<file path="config.mk">
export PLATFORM = sky130hd
export DESIGN_NAME = mc_core
export DESIGN_NICKNAME = d
export VERILOG_FILES = /design/src/rtl/mc_core.sv
export SDC_FILE = /design/constraint.sdc
export NUM_CORES = 2
export LEC_CHECK = 0
export BUFFER_PORTS_ARGS = -buffer_cell sky130_fd_sc_hd__buf_2
export CAP_MARGIN = 20
export CELL_PAD_IN_SITES_DETAIL_PLACEMENT = 1
export CELL_PAD_IN_SITES_GLOBAL_PLACEMENT = 1
export CORE_MARGIN = 1
export CORE_UTILIZATION = 30
export CTS_BUF_LIST = sky130_fd_sc_hd__clkbuf_8
export CTS_CLUSTER_DIAMETER = 30
export DETAILED_ROUTE_END_ITERATION = 10
export PLACE_DENSITY_LB_ADDON = 0.1
export SLEW_MARGIN = 5
export SYNTH_ARGS = -nofsm -noshare
export SYNTH_HDL_FRONTEND = slang
export SYNTH_SLANG_ARGS = --single-unit
</file>
<file path="constraint.sdc">
create_clock -name clk -period 11 [get_ports clk]
set_clock_uncertainty 0.2 [all_clocks]
set_input_delay 2.2 -clock clk [delete_from_list [all_inputs] [get_ports clk]]
set_output_delay 2.2 -clock clk [all_outputs]
set_load 0.01 [all_outputs]
</file>
<file path="src/rtl/mc_core.sv">
module mc_core #(
  parameter logic [31:0] RESET_PC = 32'h0
) (
  input  logic        clk,
  input  logic        rst_n,
  output logic [31:0] mem_addr,
  output logic [31:0] mem_wdata,
  output logic        mem_we,
  input  logic [31:0] mem_rdata,
  output logic        ifetch
);
  localparam logic [5:0] OP_R   = 6'b000000;
  localparam logic [5:0] OP_LW  = 6'b100011;
  localparam logic [5:0] OP_SW  = 6'b101011;
  localparam logic [5:0] OP_BEQ = 6'b000100;
  localparam logic [5:0] OP_J   = 6'b000010;

  typedef enum logic [3:0] {
    S_FETCH, S_DECODE, S_ADDR, S_RUN, S_BEQ, S_JMP, S_LOAD, S_STORE, S_RWB, S_LWB
  } step_t;

  step_t       st_q, st_d;
  logic [31:0] pc_q, ir_q, mdr_q, a_q, b_q, res_q;
  logic [31:0] rf [32];

  logic [5:0]  opcode, funct;
  logic [4:0]  rs, rt, rd;
  logic [31:0] imm_x, rs_val, rt_val;
  logic [31:0] src_a, src_b, alu_y;
  logic [1:0]  alu_sel;
  logic [3:0]  alu_ctl;
  logic        alu_zero;
  logic        rf_we;
  logic [4:0]  rf_wa;
  logic [31:0] rf_wd;

  assign opcode = ir_q[31:26];
  assign rs     = ir_q[25:21];
  assign rt     = ir_q[20:16];
  assign rd     = ir_q[15:11];
  assign funct  = ir_q[5:0];
  assign imm_x  = {{16{ir_q[15]}}, ir_q[15:0]};
  assign rs_val = (rs == 5'd0) ? 32'h0 : rf[rs];
  assign rt_val = (rt == 5'd0) ? 32'h0 : rf[rt];

  always_comb begin
    src_a   = a_q;
    src_b   = b_q;
    alu_sel = 2'b00;
    case (st_q)
      S_FETCH:  begin src_a = pc_q; src_b = 32'd4; end
      S_DECODE: begin src_a = pc_q; src_b = {imm_x[29:0], 2'b00}; end
      S_ADDR:   src_b = imm_x;
      S_BEQ:    alu_sel = 2'b01;
      S_RUN:    alu_sel = 2'b10;
      default:  ;
    endcase
  end

  always_comb begin
    alu_ctl = 4'b0010;
    if (alu_sel == 2'b01) alu_ctl = 4'b0110;
    else if (alu_sel == 2'b10) begin
      case (funct)
        6'b100010: alu_ctl = 4'b0110;
        6'b100100: alu_ctl = 4'b0000;
        6'b100101: alu_ctl = 4'b0001;
        6'b101010: alu_ctl = 4'b0111;
        default:   alu_ctl = 4'b0010;
      endcase
    end
  end

  always_comb begin
    case (alu_ctl)
      4'b0000: alu_y = src_a & src_b;
      4'b0001: alu_y = src_a | src_b;
      4'b0110: alu_y = src_a - src_b;
      4'b0111: alu_y = {31'h0, $signed(src_a) < $signed(src_b)};
      default: alu_y = src_a + src_b;
    endcase
  end
  assign alu_zero = (alu_y == 32'h0);

  always_comb begin
    st_d = S_FETCH;
    case (st_q)
      S_FETCH: st_d = S_DECODE;
      S_DECODE:
        case (opcode)
          OP_LW, OP_SW: st_d = S_ADDR;
          OP_R:         st_d = (ir_q[10:6] == 5'd0) ? S_RUN : S_FETCH;
          OP_BEQ:       st_d = S_BEQ;
          OP_J:         st_d = S_JMP;
          default:      st_d = S_FETCH;
        endcase
      S_ADDR:  st_d = (opcode == OP_LW) ? S_LOAD : S_STORE;
      S_LOAD:  st_d = S_LWB;
      S_RUN:   st_d = S_RWB;
      default: st_d = S_FETCH;
    endcase
  end

  always_ff @(posedge clk or negedge rst_n) begin
    if (!rst_n) begin
      st_q  <= S_FETCH;
      pc_q  <= RESET_PC;
      ir_q  <= '0;
      mdr_q <= '0;
      a_q   <= '0;
      b_q   <= '0;
      res_q <= '0;
    end else begin
      st_q <= st_d;
      case (st_q)
        S_FETCH: begin
          ir_q <= mem_rdata;
          pc_q <= alu_y;
        end
        S_DECODE: begin
          a_q   <= rs_val;
          b_q   <= rt_val;
          res_q <= alu_y;
        end
        S_ADDR, S_RUN: res_q <= alu_y;
        S_BEQ:  if (alu_zero) pc_q <= res_q;
        S_JMP:  pc_q <= {pc_q[31:28], ir_q[25:0], 2'b00};
        S_LOAD: mdr_q <= mem_rdata;
        default: ;
      endcase
    end
  end

  assign rf_we = (st_q == S_RWB) || (st_q == S_LWB);
  assign rf_wa = (st_q == S_LWB) ? rt : rd;
  assign rf_wd = (st_q == S_LWB) ? mdr_q : res_q;

  always_ff @(posedge clk) begin
    if (rf_we && rf_wa != 5'd0) rf[rf_wa] <= rf_wd;
  end

  assign ifetch    = (st_q == S_FETCH);
  assign mem_addr  = ifetch ? pc_q : res_q;
  assign mem_we    = (st_q == S_STORE);
  assign mem_wdata = b_q;
endmodule


</file>
After elaboration in Yosys (flattened, before gate mapping) --
Memories as Yosys holds them, arrays and structs flattened. Index checks and enable logic that the tools add are counted. W data, S select, Z words.
Operators by class: reduce and logical (&&, ||, !) cells 17, order comparisons 1, add/sub/neg operators 2, multiplexer cells 20, bitwise logic cells 3, eq/ne operators 23
Operator list (count):
- $mux W32 | 6
- $pmux W32 S3 | 2
- $pmux W32 S4 | 1
- $eq A6 B6 Y1 const B | 6
- $add A32 B32 Y32 | 1
- $and A32 B32 Y32 | 1
- $logic_not A32 Y1 | 1
- $lt A32 B32 Y1 | 1
- $or A32 B32 Y32 | 1
- $sub A32 B32 Y32 | 1
- $eq A4 B3 Y1 const B | 6
- $pmux W3 S4 | 2
- $pmux W4 S5 | 1
- $logic_not A5 Y1 | 3
- $eq A4 B1 Y1 const B | 2
- $eq A4 B2 Y1 const B | 2
- $eq A4 B4 Y1 const B | 2
- $logic_not A4 Y1 | 2
- $eq A6 B2 Y1 const B | 1
- $eq A6 B3 Y1 const B | 1
- $logic_not A6 Y1 | 1
- $mux W3 | 2
- $mux W5 | 1
- $reduce_bool A5 Y1 | 1
- other kinds (15) | 18
Word-level totals: logic and storage cells 75, memories 1, output and inout port bits 66, flip-flop bits (word level) 196, RAM bits 1024, bits of input ports 34
Memory list:
- rf | depth 32, bits a word 32, read ports 2, clocked after Yosys merged registers in 0, write ports 1, line 24 | logic [31:0] rf [32];

Longest topological paths before layout --
word-level depth 10, gate-level depth with buffers 22

Worst setup path before layout --
Ideal clock, no wire load.
path type register to register, start point register st_q[3], end point register pc_q[10], arrival time 5.279 ns, clock period less this slack 5.607 ns, path slack 5.393 ns, data required time 10.673 ns, library setup time 0.127 ns, cell stages (with the launch flop) 20, path through dfrtp_1 clkbuf_1 or2_2 clkbuf_1 nor2_1 clkbuf_1 mux2_2 ha_1 o21ba_1 a2111o_1 a21oi_1 a211oi_1 a221oi_1 o22ai_1 or4b_1 nor3b_1 nand4_1 o21ai_4 buf_6 mux2_1
Between the ends: word-level cells in the longest chain between the ends 10
RTL lines:
- start: declaration | line 22 | step_t st_q, st_d;
- start signal: assignment | line 114 | st_q <= st_d;
- branches (longest 10 deep; another with $add A32 B32 Y32)
- end signal: assignment | line 118 | pc_q <= alu_y;
- end signal: assignment | line 126 | S_BEQ: if (alu_zero) pc_q <= res_q;
- end signal: assignment | line 127 | S_JMP: pc_q <= {pc_q[31:28], ir_q[25:0], 2'b00};
- end: declaration | line 23 | logic [31:0] pc_q, ir_q, mdr_q, a_q, b_q, res_q;
Parallel ways; which one is timed is not known. A chain may end at the register's enable or synchronous reset.

Worst setup path in the final report --
start point register st_q[0], end point register pc_q[13]
The elaborated chain is that of the path after synthesis.

==> metrics.csv <==
stage,metric,value,unit
run_status,status,"finished, final reports clean",
sta,slew_violations,0,
worst_setup_path,cp-start-kind,register,
logic_synthesis,ys_ff_latch,1220,
die,die-area,209900,sq um
clock_tree,cts_resized,0,
worst_setup_path,worstSetupEndpointType,register,
logic_synthesis,avgSynthCellArea,16.11,sq um
job,maxCapViolations,0,
worst_setup_path,arrival,8.20,ns
logic_synthesis,synth_top_area_cell,edfxtp_1,
power_and_ir_drop,seq_power_share,0.251,
worst_hold_path,hp-class,register to register,
finish,area_growth,19.24,%
worst_hold_path,hp-start,mdr_q[10],
sta,setup_ws,3.457,ns
clock_tree,post_cts_buffers,0,
clock_tree,clockBufferDepth,4,
logic_synthesis,async_flop_share,0.1607,
die,die_h,458.1,um
finish,final_common_cell,edfxtp_1,
finish,final_cell_mix,"edfxtp_1 (1024), mux4_2 (611), clkbuf_8 (353), nand2_1 (315), mux2_2 (189)",
clock_tree,cts_tree,done,
power_and_ir_drop,ir_worst_vdd,0.0002023,V
logic_synthesis,ys_warn_count,0,
power_and_ir_drop,power_per_cell_area,376.2,nW/um^2
sta,finalHoldViolCount,0,
global_routing,grt-ovfl-total,0,
route,num_vias,40470,
logic_synthesis,synthFlopType,edfxtp_1,
sta,finalSetupViolCount,0,
route,drc,0,
logic_synthesis,yosys-top-cells-area,"edfxtp_1 (49%), mux4_2 (22%), dfrtp_1 (7.9%)",
route,drtAntennaViolNets,0,
finish,n_fill_cell,20820,
worst_setup_path,crit_start,st_q[0],
worst_setup_path,criticalPathCategory,register to register,
route,drt_wl_total,253800,um
finish,finalNetCount,4316,
power_and_ir_drop,switching_power,12.30,mW
die,die_w,458.1,um
sta,fmax,0.1326,GHz
global_routing,grt_start_max_net_pins,107,
logic_synthesis,synth_area,62410,sq um
power_and_ir_drop,p_total,28.00,mW
clock_tree,cts.hold.buffers_added,0,
logic_synthesis,netlist_instances,3874,
route,drtIter0Drc,3952,
logic_synthesis,synth_cell_types,96,
placed_design,place_congestion,0.8791,
worst_setup_path,r2r-start,st_q[0],
clock_tree,insertion_delay,1.06,ns
sta,grt_setup_unrepaired,false,
clock_tree,clock_sinks,1220,
power_and_ir_drop,p_leak,25.53,nW
sta,fin_setup_tns,0,ns
sta,worst_pin_slew,1.147,ns
die,initial_core_util,0.3017,
clock_tree,htreeDepth,5,
worst_setup_path,crit_fanout,59,
global_routing,antenna_found_initial,16,
global_routing,grt_pass1_wl,351800,um
power_and_ir_drop,intPower,15.70,mW
placed_design,hpwl,152200,um
finish,drive_gt1_frac,0.3665,
route,dr.pass1.iters,5,
power_and_ir_drop,pwr-share-clk,0.233,
worst_setup_path,cp.required,11.66,ns
sta,post-route-period-util,0.6857,
clock_tree,clkSlewWorstSetupHoldPaths,0.05,ns
die,core_area,206900,sq um
clock_tree,cts_root_buffer,clkbuf_8,
logic_synthesis,synth-edff-count,1024,
placed_design,port_buffers,99,
die,rows,167,
route,drt-wirelength-per-cell,35.52,um
power_and_ir_drop,pwr-share-comb,0.516,
global_routing,grtUsageTotal,0.2408,
sta,relSlewSlack,0.2352,
finish,final_cell_area,74420,sq um
die,ioPinCount,100,
route,avgViaCountPerCell,5.665,
placed_design,dpl_cell_area,66810,sq um
logic_synthesis,seq_area_frac_synth,0.5713,
sta,layout_min_cycle_time,7.543,ns
global_routing,grt_pass1_vias,42880,
clock_tree,cts_made_buffers,328,
power_and_ir_drop,power_switching_share,0.4392,
placed_design,dpl_worst_slack,3.423,ns
logic_synthesis,synth_top_area_frac,0.4927,
## power groups by stage
stage	clock, mW	sequential, mW	combinational, mW
finish	6.52	7.03	14.4
CTS	6.66	7.05	14.3
detailed placement	0	7.14	14.3
floorplan	0	6.36	9.33
global route	6.88	7.07	15.4
global placement	0	7.15	14.2
## cell usage after synthesis, types with 16 or more instances
cell type     n
edfxtp_1   1024
a32oi_1      28
mux2i_1      57
a221o_1      21
nor4_1       19
a21oi_1      96
nand3b_1     17
dfrtp_1     196
buf_1        68
o211ai_1     25
mux4_2      611
o21ai_0     148
nand2b_1     16
mux2_2      189
nor2_1      149
a31oi_1      17
a211oi_1     22
o22ai_1      39
clkbuf_1    189
nor2b_1      42
nand4_1      21
nor3_1       32
ha_1         96
buf_2        25
mux2_1       19
o31ai_1      31
nand3_1      23
inv_1       103
nand2_1     316
## stage by stage
stage / hold slack [ns] / std cells / utilization
6_report: 0.3047 / 7145 / 0.3598
5_1_grt: 0.3153 / 7141 / 0.3597
4_1_cts: 0.3050 / 7126 / 0.3579
3_5_place_dp: 0.2959 / 6544 / 0.3230
3_3_place_gp: 0.2898 / 6535 / 0.3221
2_1_floorplan: 0.2460 / 3905 / -
## state kept, by name (all words and copies together) (netlist names)
name,count
st_q,4
mem_wdata,32
ir_q,32
pc_q,32
a_q,32
mdr_q,32
res_q,32
rf,1024
## cells by family after synthesis
family,Yosys count,share of synthesized area
flops,1220,0.5713
mux,876,0.2672
simple gates,708,0.05317
compound gates,568,0.06225
buf+inv,388,0.02408
fa+ha+maj,98,0.01989
xor+xnor,15,0.002105
other cells,1,0.00006009
## per-layer routing
| layer | part of all wire | global-route usage | up-vias | wire (um) |
|---|---|---|---|---|
| met4 | 0.023 | 0.06680 | 0 | 5900 |
| met1 | 0.44 | 0.3335 | 22310 | 112600 |
| met2 | 0.48 | 0.3927 | 1308 | 122400 |
| met3 | 0.051 | 0.03524 | 319 | 12860 |
| met5 | 0 | 0 | - | 0 |
| li1 | - | - | 16530 | - |
## worst max-delay path, stage by stage, from the launching register on
cell and delay, ns:
dfrtp_2 0.62, buf_4 0.62, nor2b_1 0.37, nand2_4 0.37, o221a_2 0.45, ha_1 0.35, nor2b_1 0.15, a2111o_1 0.52
a2111oi_4 0.55, o41ai_1 0.14, o22ai_1 0.82, nand3b_1 0.26, nor4_1 0.62, nand4_1 0.28, o21ai_4 0.20, buf_4 0.46
mux2_1 0.38
## final timing paths
path	to	slack, ns	cells after the start
worst min register to register	mdr_q[10]	0.30	1
worst max-delay path	pc_q[13]	3.46	16
min in group asynchronous	ir_q[5]	0.86	1
max in group asynchronous	st_q[0]	8.32	2
worst max register to register	pc_q[13]	3.46	16
worst min-delay path	mdr_q[10]	0.30	1
## layout make-up
class / count / area, sq um / share of cell area
antenna: 5 / 12.51 / 0.0001681
clock buffer: 353 / 4858 / 0.06528
clock inverter: 229 / 2367 / 0.03181
inverter: 104 / 390.4 / 0.005246
multi-input combinational: 2297 / 25740 / 0.3459
sequential: 1220 / 35690 / 0.4796
tap: 2704 / 3383 / 0.04546
timing repair buffer: 233 / 1974 / 0.02653
Note: power is estimated with default switching activity, not from simulation.
